===== src/rtl/mixsel_pkg.sv =====
package mixsel_pkg;

    // Arbiter code; the values are what the output multiplexer decodes.
    typedef enum logic [1:0] {
        MIX_RD_HEAVY = 2'b00,
        MIX_BALANCED = 2'b01,
        MIX_WR_HEAVY = 2'b10
    } mix_t;

    typedef enum logic [1:0] {
        VERDICT_HOLD = 2'b00,
        VERDICT_RD   = 2'b01,
        VERDICT_BAL  = 2'b10,
        VERDICT_WR   = 2'b11
    } verdict_t;

endpackage


===== src/rtl/mixsel_window_timer.sv =====
module mixsel_window_timer #(
    parameter int WINDOW_CYCLES = 1024
) (
    input  logic clk,
    input  logic rst_n,
    output logic win_last
);
    localparam int WIN_W = (WINDOW_CYCLES > 1) ? $clog2(WINDOW_CYCLES) : 1;
    localparam logic [WIN_W-1:0] LAST_IDX = WIN_W'(WINDOW_CYCLES - 1);

    logic [WIN_W-1:0] cyc_q;

    assign win_last = (cyc_q == LAST_IDX);

    always_ff @(posedge clk or negedge rst_n) begin
        if (!rst_n) begin
            cyc_q <= '0;
        end else if (win_last) begin
            cyc_q <= '0;
        end else begin
            cyc_q <= cyc_q + 1'b1;
        end
    end
endmodule


===== src/rtl/mixsel_sat_counter.sv =====
module mixsel_sat_counter #(
    parameter int CNT_W = 12
) (
    input  logic             clk,
    input  logic             rst_n,
    input  logic             inc,
    input  logic             clear,
    output logic [CNT_W-1:0] total
);
    localparam logic [CNT_W-1:0] CNT_MAX = '1;

    logic [CNT_W-1:0] cnt_q;

    // total includes the current cycle's pulse so a window's last cycle counts
    always_comb begin
        if (inc && (cnt_q != CNT_MAX)) begin
            total = cnt_q + 1'b1;
        end else begin
            total = cnt_q;
        end
    end

    always_ff @(posedge clk or negedge rst_n) begin
        if (!rst_n) begin
            cnt_q <= '0;
        end else if (clear) begin
            cnt_q <= '0;
        end else begin
            cnt_q <= total;
        end
    end
endmodule


===== src/rtl/mixsel_ratio_judge.sv =====
module mixsel_ratio_judge
    import mixsel_pkg::*;
#(
    parameter int CNT_W = 12
) (
    input  logic [CNT_W-1:0] rd_total,
    input  logic [CNT_W-1:0] wr_total,
    output verdict_t         verdict
);
    localparam int PW = CNT_W + 2;

    logic [PW-1:0] rd_x2, rd_x3, wr_x2, wr_x3;

    always_comb begin
        rd_x2 = PW'(rd_total) << 1;
        wr_x2 = PW'(wr_total) << 1;
        rd_x3 = rd_x2 + PW'(rd_total);
        wr_x3 = wr_x2 + PW'(wr_total);

        if ((rd_total == '0) && (wr_total == '0)) begin
            verdict = VERDICT_HOLD;
        end else if (rd_x2 >= wr_x3) begin
            verdict = VERDICT_RD;
        end else if (wr_x2 >= rd_x3) begin
            verdict = VERDICT_WR;
        end else begin
            verdict = VERDICT_BAL;
        end
    end
endmodule


===== src/rtl/mix_selector.sv =====
module mix_selector
    import mixsel_pkg::*;
#(
    parameter int WINDOW_CYCLES = 1024,
    parameter int CNT_W         = 12
) (
    input  logic       clk,
    input  logic       rst_n,
    input  logic       rd_arrive,
    input  logic       wr_arrive,
    output logic [1:0] arb_sel,
    output logic       sel_switch
);
    localparam int NUM_CH = 2;   // channel 0 = reads, channel 1 = writes

    logic                 win_last;
    logic [NUM_CH-1:0]    arrive_vec;
    logic [CNT_W-1:0]     ch_total [NUM_CH];
    verdict_t             verdict;
    mix_t                 state_q, state_d;
    logic                 switch_q;

    assign arrive_vec = {wr_arrive, rd_arrive};

    mixsel_window_timer #(
        .WINDOW_CYCLES(WINDOW_CYCLES)
    ) u_timer (
        .clk      (clk),
        .rst_n    (rst_n),
        .win_last (win_last)
    );

    for (genvar ch = 0; ch < NUM_CH; ch++) begin : g_count
        mixsel_sat_counter #(
            .CNT_W(CNT_W)
        ) u_cnt (
            .clk   (clk),
            .rst_n (rst_n),
            .inc   (arrive_vec[ch]),
            .clear (win_last),
            .total (ch_total[ch])
        );
    end

    mixsel_ratio_judge #(
        .CNT_W(CNT_W)
    ) u_judge (
        .rd_total (ch_total[0]),
        .wr_total (ch_total[1]),
        .verdict  (verdict)
    );

    // next-state: transitions only on the window's last cycle
    always_comb begin
        state_d = state_q;
        unique case (state_q)
            MIX_RD_HEAVY, MIX_BALANCED, MIX_WR_HEAVY: begin
                if (win_last) begin
                    unique case (verdict)
                        VERDICT_RD:   state_d = MIX_RD_HEAVY;  // T_TO_RD
                        VERDICT_BAL:  state_d = MIX_BALANCED;  // T_TO_BAL
                        VERDICT_WR:   state_d = MIX_WR_HEAVY;  // T_TO_WR
                        VERDICT_HOLD: state_d = state_q;       // T_STAY
                        default:      state_d = state_q;
                    endcase
                end
            end
            default: state_d = MIX_BALANCED;
        endcase
    end

    // state register
    always_ff @(posedge clk or negedge rst_n) begin
        if (!rst_n) begin
            state_q <= MIX_BALANCED;
        end else begin
            state_q <= state_d;
        end
    end

    // output register: strobe on a real change
    always_ff @(posedge clk or negedge rst_n) begin
        if (!rst_n) begin
            switch_q <= 1'b0;
        end else begin
            switch_q <= win_last && (state_d != state_q);
        end
    end

    assign arb_sel    = state_q;
    assign sel_switch = switch_q;
endmodule


===== config.mk =====
export PLATFORM = sky130hd
export DESIGN_NAME = mix_selector
export DESIGN_NICKNAME = d
export VERILOG_FILES = /design/src/rtl/mixsel_pkg.sv /design/src/rtl/mixsel_window_timer.sv /design/src/rtl/mixsel_sat_counter.sv /design/src/rtl/mixsel_ratio_judge.sv /design/src/rtl/mix_selector.sv
export SDC_FILE = /design/constraint.sdc
export NUM_CORES = 1
export LEC_CHECK = 0
export ABC_AREA = 1
export BUFFER_PORTS_ARGS = -buffer_cell sky130_fd_sc_hd__buf_2
export CORE_UTILIZATION = 50
export CTS_BUF_LIST = sky130_fd_sc_hd__clkbuf_16
export CTS_CLUSTER_DIAMETER = 40
export DETAILED_ROUTE_END_ITERATION = 12
export PLACE_DENSITY_LB_ADDON = 0.15
export SYNTH_ARGS = -nofsm -noshare
export SYNTH_HDL_FRONTEND = slang
export SYNTH_HIERARCHICAL = 1
export SYNTH_SLANG_ARGS = --single-unit

===== constraint.sdc =====
create_clock -name clk -period 5.1 [get_ports clk]
set_input_delay 0.255 -clock clk [delete_from_list [all_inputs] [get_ports clk]]
set_output_delay 0.255 -clock clk [all_outputs]
set_load 0.02 [all_outputs]

; ---- After elaboration in Yosys (flattened, before gate mapping)
; Cells that the tools add are included.
[op_classes]
add_sub_neg = 5
n_lt_le_gt_ge = 2
n_eq_ne = 9
n_mux = 11
reduce_logical = 9
[op_table]
columns = op, count
row1 = $mux 12, 4
row2 = $add 13x12->14, 2
row3 = $ge 13x14->1, 2
row4 = $add 12x1->12 const B, 2
row5 = $logic_not 12->1, 2
row6 = $ne 12x12->1 const B, 2
row7 = $add 10x1->10 const B, 1
row8 = $eq 10x10->1 const B, 1
row9 = $mux 10, 1
row10 = $mux 2, 4
row11 = $pmux 2 s4, 1
row12 = $eq 2x2->1 const B, 3
row13 = $eq 2x1->1 const B, 2
row14 = $logic_and 1x1->1, 4
row15 = $logic_not 2->1, 2
row16 = $reduce_or 3->1, 1
row17 = $ne 2x2->1, 1
row18 = $mux 1, 1
[word_totals]
ff_bits = 37
word_cells = 41

; ---- Depth between registers and ports, before layout
; Gate-level depths: netlist of run 1.
[depth]
ltp_word = 14
depth_mapped = 35

; ---- Hierarchy
; Netlist of run 1, hierarchy kept.
[by_module_without_submodules]
columns = module, instances, cells_per_inst, area_each_um2, seq_area_each_um2
row1 = mixsel_ratio_judge, 1, 287, 1888.1, 0.0
row2 = mixsel_sat_counter, 2, 117, 792.0, 300.3
row3 = mixsel_window_timer, 1, 59, 499.2, 250.2
row4 = mix_selector, 1, 26, 188.9, 76.3

; ---- Worst setup path after synthesis of run 1
; Ideal clock, no wire load.
[synth_path]
kind = flip-flop to flip-flop
from = reg g_count[1].u_cnt.cnt_q[0]
to = reg switch_q (netlist: sel_switch)
arrival_ns = 3.814
slack_ns = 1.213
stages_incl_launch_ff = 29
n_path_buf = 0
period_less_slack_ns = 3.887
cell_sequence = dfrtp_1 ha_1 nand2_1 nor2_2 nand3_2 nand2_4 o21ai_0 inv_1 ha_1 inv_1 fa_1 o21ai_4 a21oi_1 nor2_1 nor2_1 xor2_1 ha_1 nand2_1 nor3_1 nand4_1 nand2_2 nor2_2 a21oi_2 nand2_1 nand2_1 nand2_1 nand3_2 nand2_1 a21oi_2
[synth_rtl]
columns = element, line
row1 = from (decl), mixsel_sat_counter.sv:12  ; logic [CNT_W-1:0] cnt_q;
row2 = from (signal assigned), mixsel_sat_counter.sv:29  ; cnt_q <= total;
row3 = to (signal assigned), mix_selector.sv:86  ; switch_q <= win_last && (state_d != state_q);
row4 = to (decl), mix_selector.sv:21  ; logic switch_q;

==> results of run 1 <==
worst register-to-register path: cells and delay by family, from the launching register on:
kind	cells	cell delay, ns
xor+xnor	1	0.16
compound gates	4	0.57
fa+ha+maj	4	1.10
buf+inv	3	0.34
simple gates	20	1.92
flops	1	0.41
power by group through the flow:
| stage | Combinational, mW | Clock (mW) | Sequential, mW |
|---|---|---|---|
| final | 1.07 | 0.309 | 0.380 |
| after global routing | 1.24 | 0.331 | 0.385 |
| after CTS | 1.07 | 0.323 | 0.379 |
| after detailed placement | 1.06 | 0 | 0.384 |
| after global placement | 1.05 | 0 | 0.385 |
| after floorplan | 0.837 | 0 | 0.373 |
worst paths after layout:
kind                                                        to                                 from  slack (ns)  depth (start not counted)
max in group asynchronous  g_count[1].u_cnt/cnt_q[5]$_DFF_PN0_                                rst_n        4.50                          1
min in group clk           g_count[0].u_cnt/cnt_q[8]$_DFF_PN0_                            rd_arrive        0.41                          4
hold reg to reg                     u_timer/cyc_q[6]$_DFF_PN0_           u_timer/cyc_q[6]$_DFF_PN0_        0.51                          1
setup / recovery                          sel_switch$_DFF_PN0_  g_count[0].u_cnt/cnt_q[0]$_DFF_PN0_        0.53                         32
hold / removal                      u_timer/cyc_q[9]$_DFF_PN0_                                rst_n        0.08                          1
setup reg to reg                          sel_switch$_DFF_PN0_  g_count[0].u_cnt/cnt_q[0]$_DFF_PN0_        0.53                         32
through the flow:
stage	cell area [µm²]	hold slack, ns	worst slack (ns)	cells
after global placement	4310	0.402	0.648	712
after CTS	4460	0.113	0.531	720
after detailed placement	4310	0.417	0.550	712
after global routing	4460	0.161	0.0162	720
after floorplan	4160	-0.0406	1.21	606
final	4460	0.0773	0.527	720
cell families (layout without fill, tap and decap cells):
group,after synthesis,in the layout
buffers and inverters,107,119
and+or+nand+nor,301,301
AOI/OAI and AO/OA,65,65
adders and majority gates,63,63
DFF,37,37
xor gates and xnor gates,33,33
layer usage:
layer	global-route usage, %	up-vias	part of all wire, %
li1	-	1928	-
met2	36.6	54	46
met5	0	-	0
met3	2.85	11	2.8
met4	6.41	0	1.5
met1	30.0	1645	49
flip-flops by register name, indices dropped and copies added, names as in the netlist:
signal	cells
u_timer/cyc_q	10
sel_switch	1
arb_sel	2
g_count.u_cnt/cnt_q	24
area by class of cell:
class,count,area [µm²],share of cell area (%)
tap,102,128,2.86
sequential,37,927,20.8
multi-input combinational,462,2830,63.5
clock buffer,5,125,2.81
inverter,105,394,8.84
clock inverter,3,21.3,0.477
timing repair buffer,6,30.0,0.674
cells in the final DEF, fill, tap and decap left out, drive strengths merged, types with 2 or more instances in the layout:
| cell type | synthesis | layout |
|---|---|---|
| fa | 2 | 2 |
| xnor2 | 7 | 7 |
| nor3 | 5 | 5 |
| clkbuf | 2 | 5 |
| inv | 105 | 106 |
| o21ai | 11 | 11 |
| dfrtp | 36 | 36 |
| nand3b | 2 | 2 |
| a21oi | 43 | 43 |
| xor2 | 26 | 26 |
| a21o | 4 | 4 |
| a31oi | 2 | 2 |
| nor2 | 61 | 61 |
| nand3 | 28 | 28 |
| nand4 | 14 | 14 |
| nand2 | 190 | 190 |
| o21bai | 3 | 3 |
| buf | 0 | 6 |
| ha | 61 | 61 |
==> summary.md, run 1 <==
| Metric | Value |
|---|---|
| Outcome | finished clean |
| Vias post-DR | 3638 |
| Die area | slightly below 9000 µm² |
| Input/output buffers | 6 |
| Crit Path Class | reg -> reg |
| Root Driver | clkbuf_16 |
| Adder-Cell Fraction of Synth Area | between 10% and 20% |
| EDFF count, synth | 0 |
| Largest net degree at the start of global routing | 38 |
| Initial Utilization | 52.7% |
| Post-synth top flop | dfrtp_1 |
| Core area | 7890 µm² |
| Synth Area per Inst | approximately 6.9 µm² |
| Total clock sinks | 37 |
| HP Class | in -> async |
| Req. time, crit path | 5.31 ns |
| # setup viols final | 0 |
| Post-synth top area cell | dfrtp_1 |
| WP data arrival | between 4 and 5 ns |
| Min Tclk post-route | 4.57 ns |
| CTS clk-pin slew, worst paths | 0.06 ns |
| Seq/Total Area, Yosys | 22.3% |
| Asr flop ratio synth | 100% |
| Peak VDD IR | 0.187 mV |
| Int Power | 0.923 mW |
| Fmax | between 200 and 250 MHz |
| Post-CTS Resized | 0 |
| Global-route wire length before repair | 15400 µm |
| Crit end category | flip-flop |
| Final Max Slew Viols | 0 |
| Clk_skew | 0.00595 ns |
| CTS Buffer Depth | 2 |
| NetSw | 0.836 mW |
| Cell variety after synth | 34 |
| Crit-path slowest cell | dfrtp_1 |
| Switching part of the total | 47.5% |
| Most numerous cell in the Yosys netlist | nand2_1 |
| First drt pass iteration count | 5 |
| GRT Total Usage | approximately 22% |
| # Post-CTS Setup Buffers | 0 |
| Total CTS buffers | 5 |
| Diode count | 0 |
| Synth top area share | 21.7% |
| Seq pwr share | roughly 22% |
| CTS tree | yes |
| Clock power share | 17.6% |
| Largest family of logic cells by synthesized area | simple AND/OR/NAND/NOR gates |
| Die Span Y | a little over 90 µm |
| Final WL | 8960 µm |
| Pwr dens | 395 nW/µm² |
| RSZ-0062 raised after global routing | false |
| Area delta synth->final | 7.13% |
| Simple-gate share of the synthesized area | between 30% and 40% |
| Setup TNS | 0 ns |
| Mapped Nets | 673 |
| Crit-path max FO | 9 |
| Vias in the first global route | 3350 |
| Nets | slightly below 700 |
| Register bit total from synthesis | 37 |
| Final Hold Fails | 0 |
| MaxCap Viol Count | 0 |
| Die W | 93.2 µm |
| Leak | 2.47 nW |
| Final cycle utilization of the critical path | 89.7% |
| I/O pin cnt | 7 |
| Final core occ | ~57% |
| Avg WL per Cell | 12.4 µm |
| Post-synth top cells | nand2_1, inv_1, ha_1 |
| Fill cell count | 741 |
| H-tree depth | 2 |
| Critical Path Most Common Cell | nand2_1 |
| Grt total ovfl | 0 |
| Kind of cell adding the most delay to the critical path | simple AND/OR/NAND/NOR gates |
| Hold buffer count at cts | 0 |
| Cells after Synth | 606 |
| GP Congestion | 0.910 |
| Vias per std cell | 5.05 |
| Slew headroom | between 40 and 50% |
| Slew @ Worst Pin | 0.836 ns |
| Combinational cell fraction of total power | between 60% and 70% |
| DRC | 0 |
| Yosys warns | 6 |
| Rows | 32 |
| Final ANT Viol Nets | 0 |
| Worst Path Buf+Inv | 3 |
| Share of cells above drive strength 1 | 10.5% |
| Post-Syn Area | 4160 µm² |
| Critical Path Start Type | flip-flop |
| Clock Latency Late Sink | about 0.28 ns |
| Crit path largest cell delay | 0.41 ns |
| Post-synthesis compound-gate area fraction | 9.59% |
| Mux contribution to synthesized area | 0% |
| Initial antenna violation count | 0 |
| Synth Area in XOR/XNOR | 6.95% |
| Synth area leaders | dfrtp_1, ha_1, nand2_1, inv_1, xor2_1 |
| DP HPWL | 7380 µm |
| 1st-iter DRT viols | 134 |
| Total power | about 1.8 mW |
No activity file was read; power rests on OpenSTA's default activity.
==> run 2: changes to the inputs <==
--- a/config.mk
+++ b/config.mk
@@ -11,7 +11,7 @@
 export CTS_BUF_LIST = sky130_fd_sc_hd__clkbuf_16
 export CTS_CLUSTER_DIAMETER = 40
 export DETAILED_ROUTE_END_ITERATION = 12
-export PLACE_DENSITY_LB_ADDON = 0.15
+export PLACE_DENSITY = 0.78
 export SYNTH_ARGS = -nofsm -noshare
 export SYNTH_HDL_FRONTEND = slang
 export SYNTH_HIERARCHICAL = 1
==> run 2 against run 1 <==
Core utilization is 0.27 points higher. Hold slack got worse by 0.0032 ns. Total power grew 2.9%. Global-route usage up 0.47 points. Final area up 0.48%. Register-to-register slack about the same. Sequential power about the same. Critical path type unchanged. Largest power group unchanged.
==> summary.md, run 2 (synthesis results as in run 1) <==
| Metric | Value |
|---|---|
| 1st-iter DRT viols | between 150 and 200 |
| # setup viols final | 0 |
| Rows | 32 |
| Input/output buffers | 6 |
| GP Congestion | 0.880 |
| Vias in the first global route | 3717 |
| Seq pwr share | 21.0% |
| Nets | between 600 and 700 |
| Die area | ~8700 µm² |
| Die Span Y | 93.2 µm |
| Switching part of the total | 46.3% |
| # Post-CTS Setup Buffers | 0 |
| Final WS setup | around 0.52 ns |
| Peak VDD IR | between 0.2 and 0.3 mV |
| Fmax | approximately 220 MHz |
| Most frequent cells in the layout | nand2_1, inv_1, ha_1 |
| Final Non-Filler Cells | 720 |
| Final instance area | between 4000 and 5000 µm² |
| Crit-path slowest cell | dfrtp_1 |
| Vias post-DR | about 3.7k |
| Diode count | 0 |
| CTS Buffer Depth | 2 |
| Final ANT Viol Nets | 0 |
| Final core occ | 56.8% |
| DRC | 0 |
| Setup TNS | 0 ns |
| DP HPWL | roughly 7000 µm |
| Min Tclk post-route | 4.58 ns |
| Grt total ovfl | 0 |
| Critical Path Start Type | flip-flop |
| WP data arrival | 4.80 ns |
| Dpl cells | 712 |
| Clock Latency Late Sink | 0.28 ns |
| Slew headroom | 44.1% |
| Global-route wire length before repair | 15700 µm |
| H-tree depth | 2 |
| Final WL | between 8000 and 9000 µm |
| Vias per std cell | 5.19 |
| Initial Utilization | between 50% and 60% |
| Most common cell after layout, fill and taps aside | nand2_1 |
| Clk_skew | 0.00974 ns |
| DP Area | 4310 µm² |
| Int Power | 0.971 mW |
| Pwr dens | 404 nW/µm² |
| Largest net degree at the start of global routing | 38 |
| Post-CTS Resized | 0 |
| Crit-path max FO | 9 |
| MaxCap Viol Count | 0 |
| Clock power share | 19.5% |
| Crit Path Class | reg -> reg |
| Total clock sinks | 37 |
| Core area | 7890 µm² |
| Die W | 93.2 µm |
| Share of cells above drive strength 1 | approximately a tenth |
| Leak | about 2.5 nW |
| Initial antenna violation count | 0 |
| Total CTS buffers | 5 |
| Outcome | finished clean |
| HP Class | in -> async |
| Area delta synth->final | 7.64% |
| Avg WL per Cell | between 10 and 15 µm |
| Largest register FFs | 24 |
| Post-Place Setup Slack | 0.647 ns |
| NetSw | approximately 0.84 mW |
| Final Hold Fails | 0 |
| Req. time, crit path | 5.32 ns |
| CTS tree | yes |
| GRT Total Usage | 22.6% |
| Final Max Slew Viols | 0 |
| Critical Path Most Common Cell | nand2_1 |
| CTS clk-pin slew, worst paths | 0.06 ns |
| Hold buffer count at cts | 0 |
| Crit path largest cell delay | 0.41 ns |
| First drt pass iteration count | 4 |
| Root Driver | clkbuf_16 |
| I/O pin cnt | 7 |
| Slew @ Worst Pin | 0.838 ns |
| Final cycle utilization of the critical path | 89.8% |
| Combinational cell fraction of total power | 59.5% |
| RSZ-0062 raised after global routing | false |
| Crit end category | flip-flop |
| Most flops, register | g_count.u_cnt/cnt_q |
run 2: changes by cell type in the layout (fill, tap and decap cells not counted):
cell        previous run  this run
bufinv_16              0         1
clkinv_4               0         1
inv_6                  1         0
inv_1                 99       100
clkinvlp_4             1         0
clkinv_2               1         0
run 2: final timing paths:
| check | startpoint | end | slack, ns | cells past startpoint |
|---|---|---|---|---|
| max | g_count[0].u_cnt/cnt_q[0]$_DFF_PN0_ | sel_switch$_DFF_PN0_ | 0.52 | 32 |
| min | rst_n | u_timer/cyc_q[4]$_DFF_PN0_ | 0.07 | 1 |
| max reg2reg | g_count[0].u_cnt/cnt_q[0]$_DFF_PN0_ | sel_switch$_DFF_PN0_ | 0.52 | 32 |
| min reg2reg | u_timer/cyc_q[6]$_DFF_PN0_ | u_timer/cyc_q[6]$_DFF_PN0_ | 0.50 | 1 |
| max in group asynchronous | rst_n | g_count[1].u_cnt/cnt_q[9]$_DFF_PN0_ | 4.49 | 1 |
| min in group clk | wr_arrive | g_count[1].u_cnt/cnt_q[4]$_DFF_PN0_ | 0.39 | 4 |
run 2: routing by layer:
| metal | share of wire, % | routed length (µm) | GRT usage (%) |
|---|---|---|---|
| met2 | 50 | 4480 | 41.6 |
| met5 | 0 | 0 | 0 |
| met3 | 3.2 | 289 | 2.76 |
| met1 | 45 | 3980 | 26.8 |
| met4 | 1.8 | 160 | 7.95 |
run 2: critical path, delay by kind of cell, from the launching register on:
family | cells | cell delay [ns]
fa+ha+maj | 4 | 1.13
simple gates | 20 | 1.90
buf+inv | 3 | 0.37
flops | 1 | 0.41
xor+xnor | 1 | 0.15
compound gates | 4 | 0.54
run 2: area by class of cell:
cell class | instances | area [µm²]
well taps | 102 | 128
inverters | 105 | 394
fillers | 724 | 3410
flip-flops and latches | 37 | 927
clock buffers | 5 | 125
multi-input cells | 462 | 2830
repair buffers | 6 | 30.0
clock inverters | 3 | 42.5
run 2: power by group through the flow:
stage / registers, mW / clock network (mW) / logic (mW)
finish: 0.380 / 0.353 / 1.08
global route: 0.386 / 0.378 / 1.24
CTS: 0.379 / 0.364 / 1.07
detailed placement: 0.384 / 0 / 1.05
global placement: 0.381 / 0 / 1.02
floorplan: 0.373 / 0 / 0.837
run 2: per-stage QoR:
step           hold slack (ns)  total power, mW
6_report                0.0742             1.81
4_1_cts                  0.101             1.82
2_1_floorplan          -0.0406             1.21
5_1_grt                  0.147             2.00
3_5_place_dp             0.408             1.44
3_3_place_gp             0.400             1.40
==> run 3: changes to the inputs <==
==> constraint.sdc (replaced) <==
create_clock -name clk -period 5.1 [get_ports clk]
set_input_delay 0 -clock clk [delete_from_list [all_inputs] [get_ports clk]]
set_output_delay 0 -clock clk [all_outputs]
set_load 0.02 [all_outputs]
==> run 3 against run 2 <==
Die area stayed put. Combinational power barely moved. Wire length is 0.21% higher. Critical path depth unchanged. Hold slack better by 0.060 ns. Maximum frequency barely moved. Register-to-register slack about the same. Worst setup slack improved by 0.0017 ns. Sequential cell count unchanged. Largest cell class unchanged.
==> summary.md, run 3 (synthesis results as in run 1) <==
| Metric | Value |
|---|---|
| Outcome | finished clean |
| Setup TNS | 0 ns |
| Critical Path Start Type | flip-flop |
| Dpl cells | 712 |
| Total clock sinks | 37 |
| Diode count | 0 |
| Hold buffer count at cts | 1 |
| Met2 GRT Util | 41.7% |
| Slew headroom | between 40% and 50% |
| Final cycle utilization of the critical path | roughly 90% |
| Crit path largest cell delay | 0.41 ns |
| Global-route wire length before repair | 15700 µm |
| RSZ-0062 raised after global routing | false |
| Grt total ovfl | 0 |
| Initial antenna violation count | 0 |
| Die Span Y | 93.2 µm |
| Met3 Use GR | 2.76% |
| First drt pass iteration count | 4 |
| Final instance area | 4490 µm² |
| Critical Path Most Common Cell | nand2_1 |
| Clock power share | 19.5% |
| Final hold slack | approximately 0.13 ns |
| GRT Total Usage | 22.6% |
| Fill cell count | 724 |
| Most flops, register | g_count.u_cnt/cnt_q |
| Vias in the first global route | 3723 |
| Crit Path Class | reg -> reg |
| Most common cell after layout, fill and taps aside | nand2_1 |
| Req. time, crit path | approximately 5.3 ns |
| # setup viols final | 0 |
| Fmax | 218 MHz |
| Leak | 2.49 nW |
| Root Driver | clkbuf_16 |
| H-tree depth | 2 |
| Input/output buffers | 6 |
| Seq pwr share | 21.0% |
| Post-Place Setup Slack | 0.647 ns |
| Largest net degree at the start of global routing | 38 |
| WHS Path Cells | 4 |
| DRC | 0 |
| I/O pin cnt | 7 |
| DP HPWL | 7030 µm |
| # Post-CTS Setup Buffers | 0 |
| Pwr dens | just over 400 nW/µm² |
| Clk_skew | ~0.0098 ns |
| GP Congestion | 0.880 |
| Final ANT Viol Nets | 0 |
| NetSw | ~0.84 mW |
| 1st-iter DRT viols | 169 |
| CTS clk-pin slew, worst paths | 0.06 ns |
| Most frequent cells in the layout | nand2_1, inv_1, ha_1 |
| CTS tree | yes |
| Vias per std cell | 5.17 |
| Largest register FFs | 24 |
| Crit end category | flip-flop |
| Int Power | roughly 0.97 mW |
| Reg2reg setup slack | 0.52 ns |
| Global routing met1 resource utilization | 26.8% |
| Min Tclk post-route | 4.58 ns |
| Combinational cell fraction of total power | 59.6% |
| Rows | 32 |
| R2R depth | 32 |
| Final WS setup | 0.521 ns |
| Final core occ | about 57% |
| Final WL | 8930 µm |
| Area delta synth->final | 7.88% |
| Die area | 8690 µm² |
| Core area | 7890 µm² |
| Final Non-Filler Cells | slightly above 700 |
| Nets | a little under 700 |
| Final Max Slew Viols | 0 |
| DP Area | 4310 µm² |
| CTS Buffer Depth | 2 |
| Clock Latency Late Sink | 0.28 ns |
| Avg WL per Cell | 12.4 µm |
| Vias post-DR | 3728 |
| Total power | 1.81 mW |
| Total CTS buffers | 5 |
| Crit-path max FO | 9 |
| Switching part of the total | 46.3% |
| Busiest layer in global routing | met2 |
| Share of cells above drive strength 1 | between 10% and 20% |
| Post-CTS Resized | 0 |
| Crit-path slowest cell | dfrtp_1 |
| WP data arrival | ~4.8 ns |
| Initial Utilization | 52.7% |
| MaxCap Viol Count | 0 |
| Final Hold Fails | 0 |
| Slew @ Worst Pin | about 0.84 ns |
| HP Class | in -> reg |
| Die W | about 93 µm |
| Peak VDD IR | approximately 0.29 mV |
## run 3: cell types whose count changed in the layout (fill, tap and decap cells not counted), sizes merged
cell,delta
dlygate4sd3,+1
## run 3: final timing paths
check	start	to
worst min register to register	u_timer/cyc_q[6]$_DFF_PN0_	u_timer/cyc_q[6]$_DFF_PN0_
max in group asynchronous	rst_n	g_count[1].u_cnt/cnt_q[9]$_DFF_PN0_
min in group asynchronous	rst_n	u_timer/cyc_q[9]$_DFF_PN0_
worst min-delay path	wr_arrive	g_count[1].u_cnt/cnt_q[4]$_DFF_PN0_
worst max register to register	g_count[0].u_cnt/cnt_q[0]$_DFF_PN0_	sel_switch$_DFF_PN0_
worst max-delay path	g_count[0].u_cnt/cnt_q[0]$_DFF_PN0_	sel_switch$_DFF_PN0_
## run 3: final cells by class
| cell class | instances | area, µm² | area share, % |
|---|---|---|---|
| clock inverters | 3 | 42.5 | 0.948 |
| multi-input cells | 462 | 2830 | 63.1 |
| flip-flops and latches | 37 | 927 | 20.7 |
| repair buffers | 7 | 40.0 | 0.892 |
| well taps | 102 | 128 | 2.84 |
| clock buffers | 5 | 125 | 2.79 |
| inverters | 105 | 394 | 8.78 |
## run 3: per-layer routing
metal | share of wire (%) | up-vias
met2 | 50 | 57
met4 | 1.8 | 0
met3 | 3.4 | 15
met5 | 0 | -
li1 | - | 1940
met1 | 44 | 1716
## run 3: power by group through the flow
| stage | combinational (mW) | clock (mW) | sequential, mW |
|---|---|---|---|
| 2_1_floorplan | 0.837 | 0 | 0.373 |
| 3_3_place_gp | 1.02 | 0 | 0.381 |
| 3_5_place_dp | 1.05 | 0 | 0.384 |
| 4_1_cts | 1.07 | 0.364 | 0.379 |
| 5_1_grt | 1.24 | 0.378 | 0.386 |
| 6_report | 1.08 | 0.353 | 0.380 |
## run 3: critical path, delay by kind of cell, from the launching register on
kind	cells	cell delay [ns]
simple gates	20	1.90
fa+ha+maj	4	1.13
flops	1	0.41
xor+xnor	1	0.15
compound gates	4	0.54
buf+inv	3	0.37
